--- src/rtl/vre_pkg.sv ---
package vre_pkg;
    localparam int unsigned PAGE_SHIFT = 12;
    localparam int unsigned REG_W      = 64;
    localparam int unsigned WORD_W     = 32;
    localparam int unsigned SIZE_W     = REG_W - PAGE_SHIFT;
    localparam int unsigned PBITS_W    = 7;
    localparam logic [WORD_W-1:0] VALID_MASK = 32'h0000_0800;
    localparam logic [7:0] TYPE_WC = 8'd1;
    localparam logic [7:0] TYPE_WB = 8'd6;

    typedef enum logic [1:0] {
        ST_IDLE,
        ST_CHECK,
        ST_ENCODE,
        ST_DONE
    } vre_state_e;

    // high-half bit j is reserved when address bit j+32 lies at or above the width
    function automatic logic [WORD_W-1:0] rsvd_hi_mask(input logic [PBITS_W-1:0] pbits);
        logic [WORD_W-1:0] m;
        for (int j = 0; j < int'(WORD_W); j++) begin
            m[j] = (j + int'(WORD_W)) >= int'(pbits);
        end
        return m;
    endfunction
endpackage

--- src/rtl/vre_word_pack.sv ---
module vre_word_pack
    import vre_pkg::*;
#(
    parameter int unsigned PFN_W = 40
) (
    input  logic [PFN_W-1:0]  base,
    input  logic [PFN_W-1:0]  size,
    input  logic [7:0]        rtype,
    input  logic [WORD_W-1:0] rsvd_hi,
    output logic [WORD_W-1:0] base_lo,
    output logic [WORD_W-1:0] base_hi,
    output logic [WORD_W-1:0] mask_lo,
    output logic [WORD_W-1:0] mask_hi
);
    logic [REG_W-1:0] base_full;
    logic [REG_W-1:0] mask_full;

    always_comb begin
        base_full = (REG_W'(base) << PAGE_SHIFT) | REG_W'(rtype);
        mask_full = (REG_W'(0) - REG_W'(size)) << PAGE_SHIFT;
        base_lo   = base_full[WORD_W-1:0];
        base_hi   = base_full[REG_W-1:WORD_W] & ~rsvd_hi;
        mask_lo   = mask_full[WORD_W-1:0] | VALID_MASK;
        mask_hi   = mask_full[REG_W-1:WORD_W] & ~rsvd_hi;
    end
endmodule

--- src/rtl/vre_errata_check.sv ---
module vre_errata_check
    import vre_pkg::*;
#(
    parameter int unsigned     PFN_W      = 40,
    parameter int unsigned     ALIGN_BITS = 10,
    parameter logic [PFN_W-1:0] WIN_FIRST = 'h70000,
    parameter logic [PFN_W-1:0] WIN_LAST  = 'h7003F
) (
    input  logic             enable,
    input  logic [PFN_W-1:0] base,
    input  logic [PFN_W-1:0] size,
    input  logic [7:0]       rtype,
    output logic             reject
);
    logic [PFN_W:0] end_x;
    logic           misaligned;
    logic           caching_type;
    logic           hits_window;

    always_comb begin
        end_x        = {1'b0, base} + {1'b0, size};
        misaligned   = |base[ALIGN_BITS-1:0];
        caching_type = (rtype == TYPE_WC) || (rtype == TYPE_WB);
        hits_window  = (end_x > {1'b0, WIN_FIRST}) && (base <= WIN_LAST);
        reject       = enable && (misaligned || (caching_type && hits_window));
    end
endmodule

--- src/rtl/vre_mask_repair.sv ---
module vre_mask_repair
    import vre_pkg::*;
(
    input  logic [WORD_W-1:0] mask_lo,
    input  logic [WORD_W-1:0] mask_hi,
    input  logic [WORD_W-1:0] rsvd_hi,
    output logic [SIZE_W-1:0] size,
    output logic              repaired,
    output logic              free
);
    logic [REG_W-1:0] raw;
    logic [REG_W-1:0] with_rsvd;
    logic [REG_W-1:0] fill;
    logic [REG_W-1:0] filled;
    logic [REG_W-1:0] eff;
    logic             upper_seen;
    logic             nonzero;

    always_comb begin
        raw       = {mask_hi, mask_lo & ~32'h0000_0FFF};
        with_rsvd = raw | {rsvd_hi, {WORD_W{1'b0}}};
        nonzero   = |raw;
        // ones at and above the highest set bit of raw
        upper_seen = 1'b0;
        fill       = '0;
        for (int i = int'(REG_W) - 1; i >= 0; i--) begin
            fill[i]    = ~upper_seen;
            upper_seen = upper_seen | raw[i];
        end
        filled = raw | (fill & {REG_W{nonzero}});
        eff    = nonzero ? filled : with_rsvd;
        free   = ~mask_lo[11];
        if (free) begin
            size     = '0;
            repaired = 1'b0;
        end else begin
            size     = SIZE_W'((REG_W'(0) - eff) >> PAGE_SHIFT);
            repaired = nonzero && (filled != with_rsvd);
        end
    end
endmodule

--- src/rtl/vre_encoder.sv ---
module vre_encoder
    import vre_pkg::*;
#(
    parameter int unsigned      PFN_W      = 40,
    parameter int unsigned      ALIGN_BITS = 10,
    parameter logic [PFN_W-1:0] WIN_FIRST  = 'h70000,
    parameter logic [PFN_W-1:0] WIN_LAST   = 'h7003F
) (
    input  logic                clk,
    input  logic                rst_n,
    input  logic                req_valid,
    input  logic [PFN_W-1:0]    req_base,
    input  logic [PFN_W-1:0]    req_size,
    input  logic [7:0]          req_type,
    input  logic                errata_en,
    input  logic [PBITS_W-1:0]  phys_bits,
    output logic                done,
    output logic                err,
    output logic                disabled,
    output logic [WORD_W-1:0]   base_lo,
    output logic [WORD_W-1:0]   base_hi,
    output logic [WORD_W-1:0]   mask_lo,
    output logic [WORD_W-1:0]   mask_hi,
    input  logic                dec_req,
    input  logic [WORD_W-1:0]   dec_mask_lo,
    input  logic [WORD_W-1:0]   dec_mask_hi,
    output logic                dec_done,
    output logic [SIZE_W-1:0]   dec_size,
    output logic                dec_repaired,
    output logic                dec_free
);
    localparam logic [PFN_W:0] ONE_X = (PFN_W+1)'(1);

    typedef struct packed {
        vre_state_e        state;
        logic [PFN_W-1:0]  base;
        logic [PFN_W-1:0]  size;
        logic [7:0]        rtype;
        logic [WORD_W-1:0] rsvd;
        logic              errata;
        logic              zero;
        logic              align_ok;
        logic [PFN_W:0]    walk_b;
        logic [PFN_W:0]    walk_l;
        logic [WORD_W-1:0] base_lo;
        logic [WORD_W-1:0] base_hi;
        logic [WORD_W-1:0] mask_lo;
        logic [WORD_W-1:0] mask_hi;
        logic              disabled;
        logic              err;
        logic              dec_done;
        logic [SIZE_W-1:0] dec_size;
        logic              dec_repaired;
        logic              dec_free;
    } vre_regs_t;

    vre_regs_t st_d, st_q;

    logic [WORD_W-1:0] pk_base_lo, pk_base_hi, pk_mask_lo, pk_mask_hi;
    logic              errata_reject;
    logic [SIZE_W-1:0] rp_size;
    logic              rp_repaired;
    logic              rp_free;

    vre_word_pack #(.PFN_W(PFN_W)) u_pack (
        .base    (st_q.base),
        .size    (st_q.size),
        .rtype   (st_q.rtype),
        .rsvd_hi (st_q.rsvd),
        .base_lo (pk_base_lo),
        .base_hi (pk_base_hi),
        .mask_lo (pk_mask_lo),
        .mask_hi (pk_mask_hi)
    );

    vre_errata_check #(
        .PFN_W      (PFN_W),
        .ALIGN_BITS (ALIGN_BITS),
        .WIN_FIRST  (WIN_FIRST),
        .WIN_LAST   (WIN_LAST)
    ) u_errata (
        .enable (st_q.errata),
        .base   (st_q.base),
        .size   (st_q.size),
        .rtype  (st_q.rtype),
        .reject (errata_reject)
    );

    vre_mask_repair u_repair (
        .mask_lo  (dec_mask_lo),
        .mask_hi  (dec_mask_hi),
        .rsvd_hi  (rsvd_hi_mask(phys_bits)),
        .size     (rp_size),
        .repaired (rp_repaired),
        .free     (rp_free)
    );

    always_comb begin
        st_d = st_q;
        unique case (st_q.state)
            ST_IDLE: begin
                if (req_valid) begin
                    st_d.base   = req_base;
                    st_d.size   = req_size;
                    st_d.rtype  = req_type;
                    st_d.rsvd   = rsvd_hi_mask(phys_bits);
                    st_d.errata = errata_en;
                    st_d.zero   = (req_size == '0);
                    st_d.walk_b = {1'b0, req_base};
                    st_d.walk_l = {1'b0, req_base} + {1'b0, req_size} - ONE_X;
                    st_d.state  = (req_size == '0) ? ST_ENCODE : ST_CHECK;
                end
            end
            ST_CHECK: begin
                if (!st_q.walk_b[0] && st_q.walk_l[0]) begin
                    st_d.walk_b = {1'b0, st_q.walk_b[PFN_W:1]};
                    st_d.walk_l = {1'b0, st_q.walk_l[PFN_W:1]};
                end else begin
                    st_d.align_ok = (st_q.walk_b == st_q.walk_l);
                    st_d.state    = ST_ENCODE;
                end
            end
            ST_ENCODE: begin
                if (st_q.zero) begin
                    st_d.base_lo  = '0;
                    st_d.base_hi  = '0;
                    st_d.mask_lo  = '0;
                    st_d.mask_hi  = '0;
                    st_d.disabled = 1'b1;
                    st_d.err      = 1'b0;
                end else if (!st_q.align_ok || errata_reject) begin
                    st_d.base_lo  = '0;
                    st_d.base_hi  = '0;
                    st_d.mask_lo  = '0;
                    st_d.mask_hi  = '0;
                    st_d.disabled = 1'b0;
                    st_d.err      = 1'b1;
                end else begin
                    st_d.base_lo  = pk_base_lo;
                    st_d.base_hi  = pk_base_hi;
                    st_d.mask_lo  = pk_mask_lo;
                    st_d.mask_hi  = pk_mask_hi;
                    st_d.disabled = 1'b0;
                    st_d.err      = 1'b0;
                end
                st_d.state = ST_DONE;
            end
            default: begin
                st_d.state = ST_IDLE;
            end
        endcase

        st_d.dec_done = dec_req;
        if (dec_req) begin
            st_d.dec_size     = rp_size;
            st_d.dec_repaired = rp_repaired;
            st_d.dec_free     = rp_free;
        end
    end

    always_ff @(posedge clk) begin
        if (!rst_n) begin
            st_q       <= '0;
            st_q.state <= ST_IDLE;
        end else begin
            st_q <= st_d;
        end
    end

    assign done         = (st_q.state == ST_DONE);
    assign err          = st_q.err && done;
    assign disabled     = st_q.disabled && done;
    assign base_lo      = st_q.base_lo;
    assign base_hi      = st_q.base_hi;
    assign mask_lo      = st_q.mask_lo;
    assign mask_hi      = st_q.mask_hi;
    assign dec_done     = st_q.dec_done;
    assign dec_size     = st_q.dec_size;
    assign dec_repaired = st_q.dec_repaired;
    assign dec_free     = st_q.dec_free;
endmodule

--- config.mk ---
export PLATFORM = sky130hd
export DESIGN_NAME = vre_encoder
export DESIGN_NICKNAME = d
export VERILOG_FILES = /design/src/rtl/vre_pkg.sv /design/src/rtl/vre_word_pack.sv /design/src/rtl/vre_errata_check.sv /design/src/rtl/vre_mask_repair.sv /design/src/rtl/vre_encoder.sv
export SDC_FILE = /design/constraint.sdc
export NUM_CORES = 1
export LEC_CHECK = 0
export BUFFER_PORTS_ARGS = -buffer_cell sky130_fd_sc_hd__buf_2
export CAP_MARGIN = 20
export CORE_ASPECT_RATIO = 0.9
export CORE_MARGIN = 4
export CORE_UTILIZATION = 50
export CTS_BUF_LIST = sky130_fd_sc_hd__clkbuf_16
export DETAILED_ROUTE_END_ITERATION = 6
export HOLD_SLACK_MARGIN = 0.1
export PLACE_DENSITY = 0.68
export SETUP_SLACK_MARGIN = 0.3
export SLEW_MARGIN = 20
export SYNTH_ARGS = -nofsm -noshare
export SYNTH_HDL_FRONTEND = slang
export SYNTH_SLANG_ARGS = --single-unit
--- constraint.sdc ---
create_clock -name clk -period 12.7 [get_ports clk]
set_input_delay 1.27 -clock clk [delete_from_list [all_inputs] [get_ports clk]]
set_output_delay 1.27 -clock clk [all_outputs]
set_load 0.005 [all_outputs]
==> Word-level counts from Yosys, hierarchy flattened <==
Index checks and enable logic that the tools add are counted.
{ "totals": {"input_bits": 164, "mem_bits_ro": 0, "ram_bits": 0, "n_memories": 0, "output_inout_bits": 186, "reg_bits": 392, "latchBits": 0} }
{ "classes": {"n_div": 0, "n_mux": 12, "bitwise": 112, "eq_ne": 10, "multipliers": 0, "n_addsub": 5, "order_cmp": 34, "shift": 0, "reduce_logical": 21} }
{ "ops": {"columns": ["cell", "count"], "rows": [
  ["$mux W130", 2],
  ["$ge A6 B7 Y1 const A", 32],
  ["$mux W82", 2],
  ["$pmux W82 S2", 1],
  ["$or A64 B64 Y64", 2],
  ["$mux W124", 1],
  ["$add A40 B40 Y41", 2],
  ["$and A32 B32 Y32", 2],
  ["$and A64 B64 Y64", 1],
  ["$mux W64", 1],
  ["$ne A64 B64 Y1", 1],
  ["$sub A1 B64 Y64 const A", 1],
  ["$not A1 Y1", 54],
  ["$mux W52", 1],
  ["$or A52 B8 Y52", 1],
  ["$reduce_or A52 Y1", 1],
  ["$or A1 B1 Y1", 51],
  ["$eq A41 B41 Y1", 1],
  ["$gt A41 B19 Y1 const B", 1],
  ["$sub A1 B40 Y41 const A", 1],
  ["$sub A41 B1 Y41 const B", 1],
  ["$le A40 B19 Y1 const B", 1],
  ["$logic_not A40 Y1", 1],
  ["$not A32 Y32", 1],
  ["16 further kinds", 31]
]} }

==> Longest topological paths before layout <==
Gate-level depths: netlist (run 1).
{ "logic_depth": {"depth_word": 57, "ltp_mapped": 16, "depth_no_buf": 16} }

==> Cells and area by module <==
A second synthesis (run 1) with hierarchy kept.
{ "hier_totals": {"hier_cells": 3646, "area_unflattened_um2": 27999.4} }
{ "modules_own_cells": {"columns": ["mod", "area_per_inst_um2", "cells_each", "instances"], "rows": [
  ["vre_encoder", 20781.2, 2511, 1],
  ["vre_mask_repair", 2892.8, 479, 1],
  ["vre_errata_check", 2796.4, 419, 1],
  ["vre_word_pack", 1529.0, 237, 1]
]} }

==> Worst setup path before layout (run 1) <==
Ideal clock, no wire load.
{ "synth_timing": {"path_kind": "input to register", "startpoint": "input dec_mask_hi[30]", "endpoint": "register st_q, in the netlist dec_size[42]", "cell_stages": 12, "t_arrival_ps": 4963, "required_ps": 12573, "setup_ps": 127, "n_path_buf": 2, "path_slack_ps": 7610, "path_cell_list": "or4_1 > buf_2 > nor4_4 > and2_4 > a211oi_1 > or4_4 > or3_4 > or4_4 > or4_1 > buf_2 > and3_1 > or3_1"} }
{ "synth_via": {"elab_chain_cells": 57, "elab_cells_between_ends": 101, "cone_classes": "add/sub (1); mux (2); bitwise (97); reduce/logical (1)"} }
{ "synth_lines": {"columns": ["item", "line", "source"], "rows": [
  ["start: declaration", "vre_encoder.sv:26", "input logic [WORD_W-1:0] dec_mask_hi,"],
  ["$or A1 B1 Y1 (51 in series)", "vre_mask_repair.sv:28", "upper_seen = upper_seen | raw[i];"],
  ["$not A1 Y1", "vre_mask_repair.sv:27", "fill[i] = ~upper_seen;"],
  ["$and A64 B64 Y64", "vre_mask_repair.sv:30", "filled = raw | (fill & {REG_W{nonzero}});"],
  ["$or A64 B64 Y64", "vre_mask_repair.sv:30", null],
  ["$mux W64 (*)", "vre_mask_repair.sv:31", "eff = nonzero ? filled : with_rsvd;"],
  ["$sub A1 B64 Y64 (*)", "vre_mask_repair.sv:37", "size = SIZE_W'((REG_W'(0) - eff) >> PAGE_SHIFT);"],
  ["$mux W52 (*)", "vre_mask_repair.sv:33", "if (free) begin"],
  ["end signal: assignment", "vre_encoder.sv:166", "st_q <= st_d;"],
  ["end: declaration", "vre_encoder.sv:57", "vre_regs_t st_d, st_q;"]
]} }
Every way passes the cells marked *; elsewhere a longest branch is shown, timed or not.
A chain may end at the register's enable or synchronous reset.

==> Final worst setup path (run 1) <==
{ "layout_timing": {"startpoint": "input dec_mask_hi[30]", "endpoint": "register st_q, in the netlist dec_size[51]"} }
The elaborated chain is that of the path after synthesis.

==> results of run 1 <==
==> placed cells by master, fill, tap and decap left out, types with 23 or more instances in the layout <==
cell type  netlist  layout
clkbuf_16        0      43
and2_1          30      29
xnor2_1         52      52
o211ai_1        79      79
nor2b_1         26      24
inv_1          216     224
conb_1           1      27
o31ai_1         26      26
ha_1           126     125
a21boi_0       114     114
dfxtp_1        364     364
a21oi_1        152     152
nand2_1        520     519
o21a_1          26      26
nand2b_1        25      25
buf_2            2     310
a21o_1          36      36
or3_1           33      33
xor2_1          83      83
or4b_2          23      23
nand4_1         46      46
nor4_1          63      60
o22ai_1         23      23
a211oi_1        32      32
nand4b_1        25      25
a32o_1          24      24
buf_4          180      23
o21ai_0        145     145
nand3_1         96      96
nor3_1         103     103
nor2_1         164     162
o211a_1         78      77
==> layout make-up <==
type                       count  area [um^2]
inverter                     216          811
sequential                   364         7290
fill                        4899        22900
clock buffer                  43         1080
multi-input combinational   2423        15400
clock inverter                31          233
antenna                       13         32.5
tap                          680          851
timing repair buffer         335         1750
==> cell families after synthesis <==
logic type                 Yosys count
muxes                               20
buffers and inverters              585
DFF                                364
AOI/OAI and AO/OA                  872
xor gates and xnor gates           135
other                                1
and+or+nand+nor                   1241
adders and majority gates          128
==> sequential cells by signal, indices dropped and copies added, names as in the netlist <==
register	count
dec_free	1
mask_hi	32
base_lo	28
dec_done	1
mask_lo	21
dec_repaired	1
base_hi	20
st_q	208
dec_size	52
==> stage by stage <==
stage,power (uW),area [um^2],std cells
5_1_grt,4730,27500,4105
3_3_place_gp,3210,26100,4018
2_1_floorplan,2770,25500,3372
6_report,4470,27500,4105
4_1_cts,4450,27400,4092
3_5_place_dp,3260,26100,4018
==> power groups by stage <==
| stage | clock [uW] | combinational (uW) | sequential [uW] |
|---|---|---|---|
| 6_report | 1180 | 1720 | 1560 |
| 2_1_floorplan | 0 | 1280 | 1480 |
| 4_1_cts | 1200 | 1700 | 1550 |
| 5_1_grt | 1250 | 1900 | 1580 |
| 3_3_place_gp | 0 | 1650 | 1560 |
| 3_5_place_dp | 0 | 1680 | 1570 |
==> worst reg2reg max path, stage by stage, from the launching register on <==
cell and delay [ns]:
dfxtp_1 0.40, ha_1 0.53, nand4_1 0.18, or2_2 0.32
nor4_1 0.74, nor2_1 0.18, o21ai_0 0.53, o221ai_1 0.19
a32o_1 0.27, nor4_2 0.26, buf_4 0.34, nand3_1 0.15
buf_4 0.27, o31ai_1 0.30
==> per-layer routing <==
| layer | routed length [um] | up-vias | share of wire | track usage |
|---|---|---|---|---|
| li1 | - | 11800 | - | - |
| met1 | 40900 | 12000 | 0.46 | 0.464 |
| met2 | 37500 | 1091 | 0.42 | 0.447 |
| met3 | 7820 | 156 | 0.088 | 0.0515 |
| met4 | 2560 | 0 | 0.029 | 0.0981 |
| met5 | 0 | - | 0 | 0 |
==> worst max-delay path by stage <==
stage,depth (start not counted),to,startpoint
floorplan,12,dec_size[42],dec_mask_hi[30]
global placement,11,dec_size[51],dec_mask_hi[30]
detailed placement,11,dec_size[51],dec_mask_hi[30]
CTS,11,dec_size[51],dec_mask_hi[30]
global route,11,dec_size[51],dec_mask_hi[30]
finish,11,dec_size[51],dec_mask_hi[30]
==> metrics.txt, run 1 <==
worst hold slack=0.431 ns; Worst R2R Start=st_q[323]; CP cell instances=buf_2 > or4_1 > nor4_4 > and2_4 > a21oi_2 > a221o_1 > or4_1 > or4_4 > nor4b_1 > nand4_1 > a21boi_0; post-synth top area cell=dfxtp_1; root buffer cell=clkbuf_16; clock slew at the register clock pins of the worst setup and hold paths=0.07 ns; core box area=0.0504 mm^2; simple-gate share of the synthesized area=0.240; list of most frequent post-synthesis cells=520 x nand2_1, 364 x dfxtp_1, 216 x inv_1; Post-synth EDFFs=0; Starting DRT DRC Count=2620; Routability Congestion=0.996; mux cell area share after synthesis=0.00802; Sw Share=0.416; antenna-violating nets left=0; Worst R2R End=mask_lo[20]; Warnings, synthesis=0; RSZ-0062 raised after global routing=false; crit-path leading delay family=simple AND/OR/NAND/NOR gates; largest stage delay on the critical path=0.86 ns; Setup TNS Final=0 ns; Total Wirelength=88700 um; post-layout net count=3674; clock period minus worst slack=5.48 ns; HP Class=flop to flop; largest family of logic cells by synthesized area=compound AO/OA/AOI/OAI gates; Vias/cell=6.11; detailed placement HPWL=67800 um; Synth top area share=0.287; total gr overflow=0; vias in the first global route=22800; Setup Fix Bufs, Post-CTS=0; critical path's most frequent cell=or4_1; layout cells sized above 1=0.134; internal power=2610 uW; Initial Util=0.505; Fin. Hold Viols=0; P_leak=0.0124 uW; critical path type=input port to flop; adder-cell share of the synthesized area=0.0636; H-tree Lvls=2; status=finished, final reports clean; CP required=13.22 ns; Final period util=0.431; Power Density=163 mW/mm^2; count of final max-slew check failures=0; hold worst-path end=base_hi[10]; post-synthesis cell type count=78; Sink Count=364; Rows=78; FFs w/ async S/R, synth=0; initial antenna violation count=15; slowest CP cell=nor4b_1; setup ws final=7.22 ns; die height=222 um; Post-CTS Resized=0; pre-CTS setup slack=6.73 ns; worst slew pin tran=1.15 ns; Area growth syn-to-layout=8.02%; Crit path buffers/inverters=1; GR Util All Layers=0.308; die area=0.0545 mm^2; CTS Buf Count=42; CTS tree=yes; Layout Utilization=0.545; Port Buf Inserts=311; Ports=350; Seq pwr share=0.350; min-delay src=base_hi[10]; global-route wire length before repair=134000 um; Die Wd=246 um; relative slew slack=0.227; Critical Path Start Type=input port; DRC viols=0; CP max FO=12; R2R Setup Slk=7.97 ns; skew final=0.0254 ns; Net Switching=1860 uW; setup violators final=0; largest net degree at the start of global routing=110; count leader, synth=nand2_1; Clk Latency, worst-skew pair=0.59 ns; Worst EP arrival=6.00 ns; share of power burned in combinational logic=0.385; DR pass1 iterations=7; Max-Cap Viols=0; Clock power frac=0.265; cells after synthesis=3346; sequential-to-total area share from yosys stat=0.287; routed via count=25100; DR WL/cell=21.6 um; cells on worst reg2reg path=13; WHS Path Cells=2; worst-case clock buffer depth=3; Syn Area/Cell=7.60 um^2; ys flop type=dfxtp_1; Synth area leaders=dfxtp_1 29%, nand2_1 7.7%, ha_1 6.2%, buf_4 5.3%, a21boi_0 3.4%; FMAX=0.183 GHz; Synth Area in XOR/XNOR=0.0465; Compound-Gate Fraction of Synth Area=0.242; Max VDD drop=152 uV; hold_buf cts=0; Post-Syn Area=0.0254 mm^2; Setup crit end kind=flop; flops & latches, synth=364
(Power assumes the default switching activity.)
==> inputs of run 2 (changes only) <==
==> constraint.sdc (replaced) <==
create_clock -name clk -period 5.2 [get_ports clk]
set_input_delay 0.52 -clock clk [delete_from_list [all_inputs] [get_ports clk]]
set_output_delay 0.52 -clock clk [all_outputs]
set_load 0.005 [all_outputs]
==> run 2 against run 1 <==
Setup slack worse by 6.6 ns. Sequential power is 150% higher. Register-to-register slack worse by 7.4 ns. Largest power group unchanged. Highest routed layer unchanged.
==> metrics.txt, run 2 (same netlist as run 1, synthesis figures left out) <==
die area=0.0545 mm^2 (unchanged); H-tree Lvls=2 (unchanged); Area growth syn-to-layout=9.05%; CP required=5.68 ns (-7.54 ns); total gr overflow=0 (unchanged); count of final max-slew check failures=0 (unchanged); met2 WL post-DR=37500 um (about the same); DR pass1 iterations=6 (-1); core box area=0.0504 mm^2 (unchanged); Total Wirelength=90500 um (+2.0%); die height=222 um (unchanged); routed via count=25200 (+0.43%); Die Wd=246 um (unchanged); Ports=350 (unchanged); Power Density=395 mW/mm^2 (+140%); relative slew slack=0.287 (+0.0596); worst-case clock buffer depth=3 (unchanged); clock period minus worst slack=4.60 ns; DR WL/cell=21.9 um (+1.2%); HP Class=input port to flop; Setup TNS Final=0 ns (unchanged); Crit path buffers/inverters=1 (unchanged); Worst EP arrival=5.09 ns (-0.91 ns); critical path's most frequent cell=nor4_2; max reg flops=208 (unchanged); wl on met1=42200 um (+3.2%); RSZ-0062 raised after global routing=false; antenna-violating nets left=0 (unchanged); Initial Util=0.505 (unchanged); Starting DRT DRC Count=2921 (+11%); P_leak=0.0126 uW (+1.3%); CP cell instances=ha_1 > a211o_1 > a211oi_1 > nor4_2 > nor2_1 > o21ai_0 > or4_1 > a32o_1 > nor4_2 > nand3_1 > buf_4 > o31ai_1; commonest cells after routing, fill and taps aside=519 x nand2_1, 364 x dfxtp_1, 310 x buf_2, 224 x inv_1, 162 x nor2_1; global-route wire length before repair=136000 um (+1.2%); Routability Congestion=1.01 (+1.5%); status=finished, final reports clean; CTS Buf Count=42 (unchanged); clock slew at the register clock pins of the worst setup and hold paths=0.06 ns (about the same); register with the most flip-flops=st_q; crit-path leading delay family=compound AO/OA/AOI/OAI gates; slowest CP cell=a211oi_1; CTS tree=yes; vias in the first global route=22700 (-0.52%); layout cells sized above 1=0.142 (+0.00771); most common cell after layout, fill and taps aside=nand2_1; Critical Path Start Type=flop; DRC viols=0 (unchanged); met3 WL post-DR=7920 um (+1.3%); detailed placement HPWL=70000 um (+3.2%); GR Util All Layers=0.315 (+0.00668); CP max FO=34 (+22); top sig layer=met4; Rows=78 (unchanged); Clk Latency, worst-skew pair=0.59 ns (about the same); setup ws final=0.596 ns (-6.63 ns); Setup Fix Bufs, Post-CTS=0 (unchanged); root buffer cell=clkbuf_16; skew final=0.0242 ns (-0.00116 ns); largest net degree at the start of global routing=117 (+6.4%); setup violators final=0 (unchanged); pre-CTS setup slack=0.352 ns (-6.38 ns); Final period util=0.885; Max-Cap Viols=0 (unchanged); FMAX=0.217 GHz; Setup crit end kind=flop; post-layout net count=3708 (+0.93%); Sink Count=364 (unchanged); critical path type=flop to flop; Vias/cell=6.08 (-0.39%); Port Buf Inserts=311 (unchanged); hold_buf cts=0 (unchanged); largest stage delay on the critical path=0.72 ns (-0.14 ns); worst slew pin tran=1.04 ns (-0.109 ns); Max VDD drop=344 uV (+130%); initial antenna violation count=15 (unchanged); Fin. Hold Viols=0 (unchanged)
run 2: changes by cell type in the layout (fill, tap and decap cells not counted), moves of 2 or more:
cell	delta
a2111oi_1	-2
a2111oi_0	+2
buf_4	+33
clkinv_2	-2
clkinv_1	+3
clkinv_4	-2
run 2: worst paths after layout:
| kind | start | to | slack (ns) | cells past startpoint |
|---|---|---|---|---|
| worst max-delay path | st_q[351] | mask_lo[27] | 0.60 | 12 |
| worst min-delay path | req_type[6] | st_q[308] | 0.18 | 3 |
| worst max register to register | st_q[351] | mask_lo[27] | 0.60 | 12 |
| worst min register to register | base_hi[6] | base_hi[6] | 0.43 | 2 |
run 2: per-layer routing:
layer	up-vias	global-route usage
li1	11900	-
met1	12000	0.481
met2	1074	0.447
met3	152	0.0528
met4	0	0.105
met5	-	0
run 2: tightest hold or removal path, cell delays in order:
cell	delay [ns]
buf_2	0.09
nand2_1	0.04
a21boi_0	0.06
run 2: repair_timing:
action,4_1_cts,5_1_grt
setup endpoints to repair,0,24
gates resized for setup,0,1
hold endpoints to repair,0,0
run 2: area by class of cell:
| cell class | count | area (um^2) |
|---|---|---|
| multi-input cells | 2423 | 15400 |
| diodes | 14 | 35.0 |
| inverters | 216 | 811 |
| fillers | 4957 | 22600 |
| clock buffers | 43 | 1080 |
| flip-flops and latches | 364 | 7290 |
| repair buffers | 369 | 2030 |
| well taps | 680 | 851 |
| clock inverters | 30 | 208 |
run 2: report_power, final:
part | internal (uW) | total [uW] | leakage [uW] | switching (uW)
logic | 1560 | 4270 | 0.00896 | 2710
registers | 3240 | 3830 | 0.00298 | 586
clock network | 1600 | 2860 | 0.000662 | 1260
total | 6400 | 10900 | 0.0126 | 4550
run 2: metrics by stage:
step / hold WS, ns / power (uW) / util / area (um^2) / std cells
global placement: 0.421 / 7930 / 0.524 / 26400 / 4051
finish: 0.183 / 10900 / 0.551 / 27700 / 4139
floorplan: 0.417 / 6750 / - / 25500 / 3372
global route: 0.189 / 11600 / 0.551 / 27700 / 4138
detailed placement: 0.426 / 8030 / 0.524 / 26400 / 4051
CTS: 0.153 / 10900 / 0.549 / 27700 / 4124
